## src/rtl/pcseq_pkg.sv

```systemverilog
package pcseq_pkg;

    typedef enum logic [1:0] {
        BK_JUMP = 2'b00,
        BK_CDLY = 2'b01,
        BK_CORD = 2'b10,
        BK_NONE = 2'b11
    } br_kind_e;

    typedef struct packed {
        logic redirect;
        logic opens_slot;
        logic kill_next;
        logic illegal;
    } br_decision_t;

    localparam br_decision_t DEC_IDLE = '{redirect: 1'b0, opens_slot: 1'b0,
                                          kill_next: 1'b0, illegal: 1'b0};

    function automatic logic cond_met(input logic sense, input logic t);
        return sense == t;
    endfunction

    function automatic logic is_delayed(input br_kind_e k);
        return (k == BK_JUMP) || (k == BK_CDLY);
    endfunction

endpackage

```

## src/rtl/branch_resolve.sv

```systemverilog
module branch_resolve
    import pcseq_pkg::*;
(
    input  logic         clk,
    input  logic         rst,
    input  logic         stall,
    input  logic         br_valid,
    input  br_kind_e     br_kind,
    input  logic         br_sense,
    input  logic         t_flag,
    input  logic         in_slot,
    input  logic         squash,
    output br_decision_t dec
);
    logic active;

    assign active = br_valid && !squash && (br_kind != BK_NONE);

    always_comb begin
        dec = DEC_IDLE;
        if (active) begin
            if (in_slot) begin
                dec.illegal = 1'b1;
            end else begin
                unique case (br_kind)
                    BK_JUMP: begin
                        dec.redirect   = 1'b1;
                        dec.opens_slot = 1'b1;
                    end
                    BK_CDLY: begin
                        dec.redirect   = cond_met(br_sense, t_flag);
                        dec.opens_slot = 1'b1;
                    end
                    BK_CORD: begin
                        dec.redirect   = cond_met(br_sense, t_flag);
                        dec.kill_next  = cond_met(br_sense, t_flag);
                    end
                    default: dec = DEC_IDLE;
                endcase
            end
        end
    end


    dly_no_kill_chk: assert property (@(posedge clk) disable iff (rst)
        (br_valid && is_delayed(br_kind)) |-> !dec.kill_next);


    squash_ignore_chk: assert property (@(posedge clk) disable iff (rst)
        (squash && !stall) |-> !(dec.redirect || dec.opens_slot || dec.kill_next));

endmodule

```

## src/rtl/slot_tracker.sv

```systemverilog
module slot_tracker
    import pcseq_pkg::*;
(
    input  logic         clk,
    input  logic         rst,
    input  logic         stall,
    input  br_decision_t dec,
    output logic         in_slot,
    output logic         flush
);
    always_ff @(posedge clk) begin
        if (rst) begin
            in_slot <= 1'b0;
            flush   <= 1'b0;
        end else if (!stall) begin
            in_slot <= dec.opens_slot;
            flush   <= dec.kill_next;
        end
    end


    flush_single_chk: assert property (@(posedge clk) disable iff (rst)
        (flush && !stall) |=> !flush);


    state_hold_chk: assert property (@(posedge clk) disable iff (rst)
        stall |=> ($stable(flush) && $stable(in_slot)));


    reset_clear_chk: assert property (@(posedge clk)
        rst |=> (!flush && !in_slot));

endmodule

```

## src/rtl/pc_register.sv

```systemverilog
module pc_register #(
    parameter int          AW        = 32,
    parameter int          STEP      = 2,
    parameter logic [AW-1:0] RESET_VEC = 32'h0000_1000
) (
    input  logic          clk,
    input  logic          rst,
    input  logic          stall,
    input  logic          redirect,
    input  logic [AW-1:0] target,
    output logic [AW-1:0] pc
);
    localparam logic [AW-1:0] INC = AW'(STEP);

    always_ff @(posedge clk) begin
        if (rst)
            pc <= RESET_VEC;
        else if (!stall)
            pc <= redirect ? target : pc + INC;
    end


    pc_hold_chk: assert property (@(posedge clk) disable iff (rst)
        stall |=> $stable(pc));


    pc_reset_chk: assert property (@(posedge clk)
        rst |=> (pc == RESET_VEC));

endmodule

```

## src/rtl/delay_branch_seq.sv

```systemverilog
module delay_branch_seq
    import pcseq_pkg::*;
#(
    parameter int            AW        = 32,
    parameter logic [AW-1:0] RESET_VEC = 32'h0000_1000
) (
    input  logic          clk,
    input  logic          rst,
    input  logic          stall,
    input  logic          br_valid,
    input  logic [1:0]    br_kind,
    input  logic          br_sense,
    input  logic [AW-1:0] br_target,
    input  logic          t_flag,
    output logic [AW-1:0] fetch_pc,
    output logic          flush,
    output logic          slot_illegal
);
    localparam int INSN_BYTES = 2;

    br_decision_t dec;
    logic         in_slot;

    branch_resolve u_resolve (
        .clk      (clk),
        .rst      (rst),
        .stall    (stall),
        .br_valid (br_valid),
        .br_kind  (br_kind_e'(br_kind)),
        .br_sense (br_sense),
        .t_flag   (t_flag),
        .in_slot  (in_slot),
        .squash   (flush),
        .dec      (dec)
    );

    slot_tracker u_slot (
        .clk     (clk),
        .rst     (rst),
        .stall   (stall),
        .dec     (dec),
        .in_slot (in_slot),
        .flush   (flush)
    );

    pc_register #(
        .AW        (AW),
        .STEP      (INSN_BYTES),
        .RESET_VEC (RESET_VEC)
    ) u_pc (
        .clk      (clk),
        .rst      (rst),
        .stall    (stall),
        .redirect (dec.redirect),
        .target   (br_target),
        .pc       (fetch_pc)
    );

    assign slot_illegal = dec.illegal;


    slot_no_redirect_chk: assert property (@(posedge clk) disable iff (rst)
        (slot_illegal && !stall) |=> (fetch_pc == $past(fetch_pc) + AW'(INSN_BYTES)));


    delayed_no_flush_chk: assert property (@(posedge clk) disable iff (rst)
        (br_valid && !flush && !stall && br_kind[1] == 1'b0) |=> !flush);

endmodule

```

## config.mk

```make
export PLATFORM = sky130hd
export DESIGN_NAME = delay_branch_seq
export DESIGN_NICKNAME = d
export VERILOG_FILES = /design/src/rtl/pcseq_pkg.sv /design/src/rtl/branch_resolve.sv /design/src/rtl/slot_tracker.sv /design/src/rtl/pc_register.sv /design/src/rtl/delay_branch_seq.sv
export SDC_FILE = /design/constraint.sdc
export NUM_CORES = 1
export LEC_CHECK = 0
export BUFFER_PORTS_ARGS = -buffer_cell sky130_fd_sc_hd__buf_2
export CORE_AREA = 5 5 73 82
export DETAILED_ROUTE_END_ITERATION = 7
export DIE_AREA = 0 0 78 87
export GPL_ROUTABILITY_DRIVEN = 0
export PLACE_DENSITY_LB_ADDON = 0.08
export SLEW_MARGIN = 0
export SYNTH_ARGS = -nofsm -noshare
export SYNTH_HDL_FRONTEND = slang
export SYNTH_HIERARCHICAL = 1
export SYNTH_SLANG_ARGS = --single-unit
```

## constraint.sdc

```tcl
create_clock -name clk -period 1.8 [get_ports clk]
set_input_delay 0.09 -clock clk [delete_from_list [all_inputs] [get_ports clk]]
set_output_delay 0.09 -clock clk [all_outputs]
set_load 0.02 [all_outputs]
```

== Word level (Yosys, flattened, before mapping) ==
Index checks and enable logic that the tools add are counted.

* Reductions and logical operators: 6
* Muxes and demuxes: 7
* $add $sub $neg: 1
* Equality and inequality tests: 4

{| class="wikitable"
|+ Operators by type and width
! kind !! count
|-
| 32-bit by 2-bit adder with 32-bit output (second input constant) || 1
|-
| 32-bit 2-to-1 mux || 1
|-
| 4-bit 2-to-1 mux || 1
|-
| 2-bit OR reduction || 2
|-
| 1-bit 2-to-1 mux || 3
|-
| 3-bit 2-to-1 mux || 1
|-
| 2-bit by 1-bit == test with 1-bit output (second input constant) || 1
|-
| 2-bit == test (second input constant) || 1
|-
| 1-bit logical AND || 2
|-
| 2-bit logical NOT || 1
|-
| 2-bit != test (second input constant) || 1
|-
| 1-bit case mux with 2 select lines || 1
|-
| 1-bit == test || 1
|-
| 1-bit logical NOT || 1
|}

* Register bits after elaboration: 34

== Longest topological paths before layout ==
* Depth in word-level cells: 6
* Depth in mapped cells: 11

== Modules after synthesis ==
Netlist, hierarchy kept.

{| class="wikitable"
|+ By module, submodules not included
! module !! sequential area each (µm²) !! times used !! area each (µm²) !! cells each
|-
| pc_register || 640.6 || 1 || 2,063.2 || 290
|-
| branch_resolve || 0.0 || 1 || 125.1 || 13
|-
| slot_tracker || 40.0 || 1 || 67.6 || 6
|}

== Worst setup path after synthesis ==
Ideal clock, no wire load.

* Path type: reg-to-reg
* Start: register u_pc.pc[1]
* End: register u_pc.pc[31]
* Library setup time: 0.063 ns
* Stages on the path, launching flop included: 7
* Path slack: -0.372 ns
* Arrival time: 2.109 ns
* Buffers on the path: 0
* Clock period less this slack: 2.172 ns
* Cell sequence: dfxtp_1 > ha_1 > nand4_1 > or4_4 > or4_4 > nor4_2 > nand3b_1

* Longest elaborated chain between the ends: 2

{| class="wikitable"
|+ Ends and longest elaborated chain
! item !! line !! source
|-
| start, declared || pc_register.sv:11 || <nowiki>output logic [AW-1:0] pc</nowiki>
|-
| start signal, assigned || pc_register.sv:19 || <nowiki>pc <= redirect ? target : pc + INC;</nowiki>
|-
| 32-bit by 2-bit adder with 32-bit output || pc_register.sv:19 ||
|-
| 32-bit 2-to-1 mux || pc_register.sv:19 ||
|}

No other way between the ends.
A chain may end at the register's enable or synchronous reset.

== Final worst setup path ==
* Start: register u_pc.pc[2]
* End: register u_pc.pc[31]

Same word-level chain as after synthesis.

==> impl_metrics.ini <==
[sta]
max_freq_mhz = 550
setup_tns_ps = -17.0
rsz0062_at_grt = true
skew_ps = 8.41
final-hold-violation-count = 0
drv_slew = 0
worst_slack_ps = -17.0
timing.slew.headroom_pct = 73.4
fin_crit_ps = 1820
max_slew.worst_pin.slew_ps = 399
finalSetupViolations = 1
fin_crit_sh_pct = 101

[synthesis]
yosysSeqAreaShare_pct = 30.2
syn_area_per_cell_um2 = 7.30
ys_warn_count = 6
syn_inst = 309
netlist-cell-type-count = 50
synth.area.mux_share_pct = 3.61
synth-edff-count = 0
synth_top_family_by_area = simple AND/OR/NAND/NOR gates
synthSimpleGateAreaFrac_pct = 33.4
synthAdderAreaFrac_pct = 2.77
ys_ff_latch = 34
synth_ff_type = dfxtp_1
synthXorXnorAreaFrac_pct = 0.388
synth_nets = 354
netlist_area_um2 = 2260
synthArstFlopShare_pct = 0
synth_compound_area_share_pct = 24.6

[min_path]
hold_path.class = input pin to flip-flop

[setup_path]
crit_chain = ha_4 > nand4_1 > or4_4 > or4_4 > nor4_2 > nand3b_1
required_ps = 2030
critPathCaptureType = flip-flop
slowest_delay_ps = 500
crit_arrival_ps = 2050
crit_type = flip-flop to flip-flop
cp_max_fo = 2
critPathSlowestCell = or4_4
startpoint_type = flip-flop
r2r_slack_ps = -20
crit_top_cell = or4_4

[global_routing]
antenna_found_initial = 0
grt_usage_pct = 21.5
grt_use_met3_pct = 3.31
met2_usage_pct = 35.2
grt-busiest-layer = met2
grt-ovfl-total = 0
grt_pass1_wl_um = 12100
gr-usage-met1_pct = 29.7
grt_pass1_vias = 2523
grt_max_degree = 24

[clock_network]
cts.sinks = 34
clockBufferDepth = 2
cts_root_buf = clkbuf_8
cts.htree.levels = 2
clkLatencyLatePin_ps = 290
hold_buffers = 0
cts_tree = built
clk_pin_slew_ps = 80
numCtsBuffers = 5

[routing]
routed_via_density = 5.69
wirelength_um = 7420
drc = 0
drtAntennaViolNets = 0
drt-initial-drc-count = 229
dr.pass1.iters = 4
num_vias = 2769
detail_route.wl_per_cell_um = 15.2

[power]
clkPwrFrac_pct = 29.4
power_leakage_nw = 1.42
peakVddDrop_uv = 372
swShare_pct = 32.2
power_frac_seq_pct = 44.5
p_switching_mw = 0.611
cellPowerDensity_nw_per_um2 = 581
comb_power_share_pct = 26.1
internal_power_mw = 1.28

[floorplanning]
rows = 28
die_area_um2 = 6790
start_util_pct = 43.8
pin_count = 74
coreArea_um2 = 5150
die_h_um = 87
die_w_um = 78

[run]
maxCapViolCount = 0

[final_layout]
layout_common_cells = 73 x buf_2, 55 x buf_4, 43 x nor2_1
num-nets-final = 471
multi_input_area_um2 = 1550
final_common_cell = buf_2
drive_gt1_share_pct = 40.7
syn2layout_area_growth_pct = 44.6
register_area_um2 = 706
antenna_cells = 0
n_fill_cell = 492

[place]
port_buffers = 73
hpwl_um = 5600
place_ws_ps = -71.4

[status]
status = finished with violations
violations = negative setup slack
## stage by stage
| stage | total power, mW | util (%) | cells | hold slack (ps) | instance area (µm²) |
|---|---|---|---|---|---|
| after global placement | 1.33 | 60.0 | 477 | 326 | 3090 |
| after CTS | 1.89 | 61.9 | 485 | 31.7 | 3190 |
| after floorplan | 1.13 | - | 309 | 162 | 2330 |
| final | 1.90 | 63.3 | 487 | 37.0 | 3260 |
| after detailed placement | 1.33 | 60.0 | 477 | 332 | 3090 |
| after global routing | 2.00 | 63.3 | 487 | 56.3 | 3260 |
## worst paths after layout
check                                        startpoint                        to  depth (start not counted)
worst max register to register  u_pc/pc[2]$_SDFFE_PP0N_  u_pc/pc[31]$_SDFFE_PP0N_                          6
worst min-delay path                       br_target[0]   u_pc/pc[0]$_SDFFE_PP0P_                          3
worst min register to register  u_pc/pc[0]$_SDFFE_PP0P_   u_pc/pc[0]$_SDFFE_PP0P_                          2
worst max-delay path            u_pc/pc[2]$_SDFFE_PP0N_  u_pc/pc[31]$_SDFFE_PP0N_                          6
## per-layer routing
metal	wire (µm)	vias up
met2	3510	83
li1	-	1383
met5	0	-
met4	51	0
met3	463	4
met1	3390	1299
## what timing repair did
item                                    in CTS  in global routing
gates resized for setup                      3                 14
buffers inserted                             0                  2
pin swaps                                    1                  1
hold endpoints to repair                     0                  0
endpoints found under the setup margin       5                 17
## cells in the mapped netlist, types with 2 or more instances
cell type   n  share of area [%]
mux2i_1     7                3.1
o32ai_1     3                1.2
o22ai_1     3               0.83
nor4_2      2                1.1
clkbuf_1   18                3.0
a22o_1      3                1.2
a22oi_1    13                4.3
nor2_1     44                7.3
a21oi_1    24                5.3
ha_1        5                2.8
buf_1       2               0.33
o21a_1      2               0.67
a211oi_1    2               0.67
a31oi_1    12                3.3
inv_1       8                1.3
nor3_1      7                1.6
or4_4       2                1.0
or2_2       3               0.83
nor2b_1     2               0.55
nand4_1    12                3.3
nor4_1      7                1.9
dfxtp_1    34                 30
o41ai_1     2               0.78
o21ai_0    13                2.9
and3_1      4                1.1
and2_1      2               0.55
o221ai_1    2               0.78
a32oi_1     2               0.78
nor4b_1     2               0.78
nand2_1    30                5.0
nand3_1    18                4.0
## power groups by stage
stage                     clock network, mW  registers (mW)  logic, mW
after global routing                  0.602           0.851      0.544
after floorplan                           0           0.922      0.207
after detailed placement                  0           0.858      0.476
after global placement                    0           0.858      0.469
final                                 0.557           0.843      0.496
after CTS                             0.567           0.842      0.481
## critical path: cells and delay by family (launching register included)
kind          cells  cell delay, ps
flops             1             360
simple gates      5            1280
fa+ha+maj         1             120
## cell families after synthesis
group           count (synthesis)
simple gates                  145
compound gates                 86
flops                          34
buf+inv                        30
mux                             8
fa+ha+maj                       5
xor+xnor                        1
## area by class of cell
class / count / area share [%]
Tap cell: 60 / 2.30
Multi-Input combinational cell: 245 / 47.4
Clock buffer: 6 / 2.22
Sequential cell: 34 / 21.6
Inverter: 9 / 1.04
Clock inverter: 2 / 0.269
Timing Repair Buffer: 131 / 25.2
## flip-flops by register name (all words and copies together) (netlist names)
signal and cells:
u_slot/flush 1, u_pc/pc 32, u_slot/in_slot 1
Power figures use the tool's default switching activity.
